### src/rtl/mul_pkg.sv
package mul_pkg;
  typedef enum logic {
    ST_IDLE = 1'b0,
    ST_RUN  = 1'b1
  } mul_state_e;
endpackage

### src/rtl/mul_ctrl.sv
module mul_ctrl
  import mul_pkg::*;
#(
  parameter int W = 8
) (
  input  logic clk_i,
  input  logic rst_ni,
  input  logic start_i,
  output logic load_o,
  output logic step_o,
  output logic done_o
);
  localparam int CW = (W > 2) ? $clog2(W) : 1;
  localparam logic [CW-1:0] LAST = CW'(W - 1);

  mul_state_e    state_q;
  logic [CW-1:0] cnt_q;
  logic          done_q;

  assign load_o = start_i && (state_q == ST_IDLE);
  assign step_o = (state_q == ST_RUN);
  assign done_o = done_q;

  always_ff @(posedge clk_i or negedge rst_ni) begin
    if (!rst_ni) begin
      state_q <= ST_IDLE;
      cnt_q   <= '0;
      done_q  <= 1'b0;
    end else begin
      done_q <= 1'b0;
      unique case (state_q)
        ST_IDLE: begin
          if (start_i) begin
            state_q <= ST_RUN;
            cnt_q   <= '0;
          end
        end
        ST_RUN: begin
          if (cnt_q == LAST) begin
            state_q <= ST_IDLE;
            done_q  <= 1'b1;
          end else begin
            cnt_q <= cnt_q + 1'b1;
          end
        end
        default: state_q <= ST_IDLE;
      endcase
    end
  end

  AST_DONE_AFTER_LAST: assert property (@(posedge clk_i) disable iff (!rst_ni)
    $rose(done_o) |-> ($past(step_o) && $past(cnt_q) == LAST))
    else $error("done without final iteration");

  AST_DONE_PULSE: assert property (@(posedge clk_i) disable iff (!rst_ni)
    done_o |=> !done_o)
    else $error("done longer than one cycle");

  AST_BUSY_START_IGNORED: assert property (@(posedge clk_i) disable iff (!rst_ni)
    (step_o && start_i && cnt_q != LAST) |=> (step_o && cnt_q == $past(cnt_q) + 1'b1))
    else $error("start disturbed running count");
endmodule

### src/rtl/mul_datapath.sv
module mul_datapath #(
  parameter int W = 8
) (
  input  logic         clk_i,
  input  logic         rst_ni,
  input  logic         load_i,
  input  logic         step_i,
  input  logic [W-1:0] mcand_i,
  input  logic [W-1:0] mplier_i,
  output logic [W-1:0] hi_o,
  output logic [W-1:0] lo_o
);
  logic [W-1:0] mcand_q, hi_q, lo_q;
  logic [W-1:0] addend, sum;
  logic         carry;

  // lo[0] gates the multiplicand; carry is kept for the shift into hi MSB
  always_comb begin
    addend       = lo_q[0] ? mcand_q : '0;
    {carry, sum} = {1'b0, hi_q} + {1'b0, addend};
  end

  always_ff @(posedge clk_i or negedge rst_ni) begin
    if (!rst_ni) begin
      mcand_q <= '0;
      hi_q    <= '0;
      lo_q    <= '0;
    end else if (load_i) begin
      mcand_q <= mcand_i;
      hi_q    <= '0;
      lo_q    <= mplier_i;
    end else if (step_i) begin
      hi_q <= {carry, sum[W-1:1]};
      lo_q <= {sum[0], lo_q[W-1:1]};
    end
  end

  assign hi_o = hi_q;
  assign lo_o = lo_q;

  AST_SKIP_SHIFT: assert property (@(posedge clk_i) disable iff (!rst_ni)
    (step_i && !load_i && !lo_q[0]) |=> (hi_q == ($past(hi_q) >> 1)))
    else $error("no-add iteration wrong");

  AST_ADD_CARRY: assert property (@(posedge clk_i) disable iff (!rst_ni)
    (step_i && !load_i && lo_q[0]) |=>
      ({hi_q, lo_q[W-1]} == ({1'b0, $past(hi_q)} + {1'b0, $past(mcand_q)})))
    else $error("add iteration lost carry");

  AST_MCAND_HELD: assert property (@(posedge clk_i) disable iff (!rst_ni)
    !load_i |=> $stable(mcand_q))
    else $error("multiplicand changed without load");
endmodule

### src/rtl/shift_add_mul.sv
module shift_add_mul #(
  parameter int W = 8
) (
  input  logic           clk_i,
  input  logic           rst_ni,
  input  logic           start_i,
  input  logic [W-1:0]   mcand_i,
  input  logic [W-1:0]   mplier_i,
  output logic           busy_o,
  output logic           done_o,
  output logic [2*W-1:0] product_o
);
  logic         load, step;
  logic [W-1:0] hi, lo;

  mul_ctrl #(.W(W)) u_ctrl (
    .clk_i  (clk_i),
    .rst_ni (rst_ni),
    .start_i(start_i),
    .load_o (load),
    .step_o (step),
    .done_o (done_o)
  );

  mul_datapath #(.W(W)) u_dp (
    .clk_i   (clk_i),
    .rst_ni  (rst_ni),
    .load_i  (load),
    .step_i  (step),
    .mcand_i (mcand_i),
    .mplier_i(mplier_i),
    .hi_o    (hi),
    .lo_o    (lo)
  );

  assign busy_o    = step;
  assign product_o = {hi, lo};

  AST_LOAD_STATE: assert property (@(posedge clk_i) disable iff (!rst_ni)
    (start_i && !busy_o) |=> (busy_o && product_o == {{W{1'b0}}, $past(mplier_i)}))
    else $error("load state wrong");

  AST_IDLE_HOLD: assert property (@(posedge clk_i) disable iff (!rst_ni)
    (!busy_o && !start_i) |=> $stable(product_o))
    else $error("product moved while idle");

  AST_DONE_IDLE: assert property (@(posedge clk_i) disable iff (!rst_ni)
    done_o |-> !busy_o)
    else $error("done while busy");
endmodule

### config.mk
export PLATFORM = sky130hd
export DESIGN_NAME = shift_add_mul
export DESIGN_NICKNAME = d
export VERILOG_FILES = /design/src/rtl/mul_pkg.sv /design/src/rtl/mul_ctrl.sv /design/src/rtl/mul_datapath.sv /design/src/rtl/shift_add_mul.sv
export SDC_FILE = /design/constraint.sdc
export NUM_CORES = 1
export LEC_CHECK = 0
export CAP_MARGIN = 20
export CORE_MARGIN = 2
export CORE_UTILIZATION = 49
export CTS_CLUSTER_SIZE = 14
export DETAILED_ROUTE_END_ITERATION = 12
export GPL_TIMING_DRIVEN = 0
export PLACE_DENSITY = 0.78
export SLEW_MARGIN = 40
export SYNTH_ARGS = -nofsm -noshare
export SYNTH_HDL_FRONTEND = slang
export SYNTH_HIERARCHICAL = 1
export SYNTH_SLANG_ARGS = --single-unit
export TNS_END_PERCENT = 30
### constraint.sdc
create_clock -name clk_i -period 2.1 [get_ports clk_i]
set_clock_uncertainty 0.1 [all_clocks]
set_input_delay 0.42 -clock clk_i [delete_from_list [all_inputs] [get_ports clk_i]]
set_output_delay 0.42 -clock clk_i [all_outputs]
set_load 0.1 [all_outputs]
# Word-level counts from Yosys, hierarchy flattened
# Cells that the tools add are included.
# W data, S select, Z words.
[totals] regBits=29 input_bits=19 out_inout_bits=18 elab_cells=28
[op_classes] addsub=2 eq_ne=3 n_mux=13 n_bitwise=1 reduce_logical=3
[ops] cell="$mux W8" count=5
[ops] cell="$add A8 B8 Y9" count=1
[ops] cell="$mux W3" count=2
[ops] cell="$pmux W3 S2" count=1
[ops] cell="$mux W1" count=4
[ops] cell="$ne A2 B2 Y1 const B" count=2
[ops] cell="$add A3 B1 Y3 const B" count=1
[ops] cell="$eq A3 B3 Y1 const B" count=1
[ops] cell="$pmux W1 S2" count=1
[ops] cell="$reduce_and A2 Y1" count=1
[ops] cell="$reduce_bool A2 Y1" count=1
[ops] cell="$logic_and A1 B1 Y1" count=1
[ops] cell="$not A1 Y1" count=1

# Longest topological paths before layout
[logic_depth] ltp_word=4 depth_mapped=7 ltp_nobuf=7

# Hierarchy
# Netlist, hierarchy kept.
[by_module_without_submodules] mod="mul_datapath" instances=1 cells_each=129 area_each_um2=1372.6 seq_area_each_um2=600.6
[by_module_without_submodules] mod="mul_ctrl" instances=1 cells_each=18 area_each_um2=236.5 seq_area_each_um2=125.1

# Least setup slack after synthesis
# No wires, ideal clock.
[synth_timing] kind="register to register" from="register u_dp.lo_q[0], in the netlist u_dp/lo_o[0]" to="register u_dp.hi_q[4], in the netlist u_dp/hi_o[4]" setup_time_ns=0.128 arrival_time_ns=2.244 t_required_ns=1.872 slack_ns=-0.372 stages_incl_launch_ff=7 n_path_buf=0 synth_period_minus_slack_ns=2.472 cell_sequence="dfrtp_1 and2_1 ha_1 a211oi_2 nor2_2 o21ai_1 mux2_1"
[synth_via] elab_chain_len=4
[synth_rtl] item="from (decl)" line_no="mul_datapath.sv:13" text="logic [W-1:0] mcand_q, hi_q, lo_q;"
[synth_rtl] item="from (signal assigned)" line_no="mul_datapath.sv:31" text="lo_q <= mplier_i;"
[synth_rtl] item="from (signal assigned)" line_no="mul_datapath.sv:34" text="lo_q <= {sum[0], lo_q[W-1:1]};"
[synth_rtl] item="$mux W8" line_no="mul_datapath.sv:19" text="addend = lo_q[0] ? mcand_q : '0;"
[synth_rtl] item="$add A8 B8 Y9" line_no="mul_datapath.sv:20" text="{carry, sum} = {1'b0, hi_q} + {1'b0, addend};"
[synth_rtl] item="$mux W8" line_no="mul_datapath.sv:32" text="end else if (step_i) begin"
[synth_rtl] item="$mux W8" line_no="mul_datapath.sv:28" text="end else if (load_i) begin"
[synth_rtl] item="to (signal assigned)" line_no="mul_datapath.sv:33" text="hi_q <= {carry, sum[W-1:1]};"
[synth_rtl] item="to (decl)" line_no="mul_datapath.sv:13"
# No other way between the ends. The select of a mux whose other input is x is not followed.
# A chain may end at the register's enable or synchronous reset.

# Final worst setup path
# Same ends and word-level chain as after synthesis.

==> flow_summary.toml <==
[floorplan]
die_w_um = 61.3
die_h_um = 61.3
die_area_um2 = 3760
pin_count = 37
initial_core_util = 0.523
core_um2 = 3080
num_rows = 20

[logic_synthesis]
syn_inst = 147
yosysWarningCount = 6
synth_edf_count = 0
syn_avg_cell_area_um2 = 10.9
yosys.area.top_type = "dfrtp_1"
async_flop_share = 1.00
synth.distinct_cells = 35
seq_area_frac_synth = 0.451
ys.flop_type = "dfrtp_1"
synth_nets = 177
synth_area_um2 = 1610
synth-seq-cells = 29
synth.area.top_cells = "dfrtp_1 (45%), ha_1 (7.8%), mux2_1 (7.7%)"
synth_top_cell_area_share = 0.451

[final_layout]
final_cells = 238
antenna_cells = 0
layout-drive-gt1-share = 0.268
fin_util = 0.665
fin_nets = 223
area_delta_synth_final_pct = 27.1

[sta]
hold_viol_final = 26
finalMaxSlewViolations = 0
finalCriticalPeriod_ns = 2.04
setup_violations = 0
post-route-period-util = 0.970
slew_headroom = 0.581
fin_hold_ws_ns = -0.0111
worst_pin_slew_ns = 0.628
worst_slack_ns = 0.0624
fmax_mhz = 491
rsz0062_at_grt = "false"

[outcome]
status = "finished, violations left"
violations = "hold timing"

[place]
dp_hpwl_um = 2380
place_ws_ns = -0.202
gp_congestion = 0.816
dpl.cell_count = 227
numPortBuffers = 36

[clocking]
cts_max_level = 2
cts.sinks = 29
cts-root-buf = "clkbuf_4"
clock_latency_ns = 0.34
clk_path_buf_depth = 2
cts_tree = "done"
clkTransAtPathRegs_ns = 0.09
cts_buffers = 5

[global_routing]
antenna_found_initial = 0
grt_pass1_wl_um = 5500
grt_usage = 0.206
grt_max_degree = 30
overflow = 0
first_global_vias = 1268

[drt]
firstDrtPassIters = 4
wl_per_cell_um = 13.9
vias = 1277
postRouteAntennaNets = 0
vias_per_cell = 5.37
drtIter0Drc = 39
drcViolationCount = 0
postRouteWirelength_um = 3310

[worst_setup_path]
critPathRequiredTime_ns = 2.23
crit_buf_inv = 1
cp.arrival_ns = 2.17
crit_chain = "buf_4, and2_1, ha_1, o21ai_2, nor2_2, o21ai_2, mux2_1"
path_class = "register to register"
cp_slowest_cell = "dfrtp_4"
cpPeakStageDelay_ns = 0.51
crit_top_cell = "o21ai_2"
critPathLaunchType = "register"
crit_path_end_kind = "register"
cp_top_family = "flip-flops"
cp_max_fo = 5

[run]
drv_cap = 0

[worst_hold_path]
hp-class = "input port to async pin"
cell usage in the layout, fill, tap and decap left out, types with 2 or more instances in the layout:
master / netlist / routed
and2_1: 8 / 6
nor3_1: 2 / 2
ha_1: 10 / 10
o21ai_2: 0 / 2
xnor2_1: 4 / 4
a22o_1: 3 / 3
dfrtp_1: 29 / 24
o21ai_1: 14 / 12
nor2_1: 5 / 5
a211oi_1: 4 / 4
inv_1: 2 / 2
mux2i_1: 9 / 9
clkdlybuf4s50_1: 0 / 17
and2_4: 0 / 2
clkbuf_1: 2 / 2
clkbuf_8: 0 / 2
buf_4: 0 / 3
dfrtp_2: 0 / 4
a21oi_1: 4 / 4
a21o_1: 2 / 2
clkbuf_4: 0 / 5
nand2b_1: 3 / 3
buf_2: 3 / 22
mux2_1: 11 / 11
nand2_1: 15 / 15
state kept, by name (all words and copies together), names as in the netlist:
register / cells
u_ctrl/cnt_q: 3
u_ctrl/done_o: 1
u_ctrl/step_o: 1
u_dp/hi_o: 8
u_dp/lo_o: 8
u_dp/mcand_q: 8
path summary, 6_finish.rpt:
path                                                   from                          end  slack [ns]  depth (start not counted)
worst max-delay path               u_dp/lo_o[0]$_DFFE_PN0P_     u_dp/hi_o[4]$_DFFE_PN0P_        0.06                          7
worst min-delay path                                 rst_ni     u_dp/lo_o[3]$_DFFE_PN0P_       -0.01                          1
worst max register to register     u_dp/lo_o[0]$_DFFE_PN0P_     u_dp/hi_o[4]$_DFFE_PN0P_        0.06                          7
worst min register to register  u_dp/mcand_q[2]$_DFFE_PN0P_  u_dp/mcand_q[2]$_DFFE_PN0P_        0.38                          1
max in group asynchronous                            rst_ni     u_dp/lo_o[0]$_DFFE_PN0P_        1.45                          1
min in group clk_i              u_dp/mcand_q[2]$_DFFE_PN0P_  u_dp/mcand_q[2]$_DFFE_PN0P_        0.38                          1
worst reg2reg max path: cells and delay by family, from the launching register on:
kind / cells / cell delay, ns
compound gates: 2 / 0.26
fa+ha+maj: 1 / 0.36
buf+inv: 1 / 0.15
flops: 1 / 0.51
mux: 1 / 0.34
simple gates: 2 / 0.20
cells by family (layout without fill, tap and decap cells):
kind of cell	after synthesis	in the layout	synth area share
compound gates	37	37	0.163
xor+xnor	5	5	0.0272
fa+ha+maj	11	11	0.0902
buf+inv	7	54	0.0187
flops	29	29	0.451
mux	20	20	0.133
simple gates	38	38	0.117
cells in the mapped netlist, types with 2 or more instances:
cell type	n
a211oi_1	4
a21o_1	2
a21oi_1	4
a22o_1	3
and2_1	8
buf_2	3
clkbuf_1	2
dfrtp_1	29
ha_1	10
inv_1	2
mux2_1	11
mux2i_1	9
nand2_1	15
nand2b_1	3
nor2_1	5
nor3_1	2
o21ai_1	14
xnor2_1	4
metal layers:
layer,wire (um),vias up,global-route usage
met5,0,-,0
met4,55,0,0.0963
met3,177,7,0.0756
met2,1590,33,0.333
met1,1480,617,0.245
li1,-,620,-
timing repair:
| action | 4_1_cts | 5_1_grt |
|---|---|---|
| hold buffers | 0 | 0 |
| hold endpoints to repair | 0 | 0 |
| pin swaps | 2 | 2 |
| gates resized for setup | 2 | 1 |
| endpoints found under the setup margin | 1 | 1 |
| setup buffers | 3 | 0 |
through the flow:
step	TNS, ns	area [um^2]
floorplan	0	1620
global placement	-2.05	2040
detailed placement	-2.38	1940
CTS	0	2040
global route	0	2050
finish	0	2050
cell type report:
type / instances / area, um^2
Buffer: 5 / 22.5
Clock buffer: 7 / 65.1
Clock inverter: 1 / 5.00
Fill cell: 257 / 1030
Inverter: 2 / 7.51
Multi-Input combinational cell: 111 / 868
Sequential cell: 29 / 734
Tap cell: 44 / 55.1
Timing Repair Buffer: 39 / 288
Power is left out: the tool's default activity adds up to more than one toggle a clock period on the data nets, which glitch-free logic cannot reach.
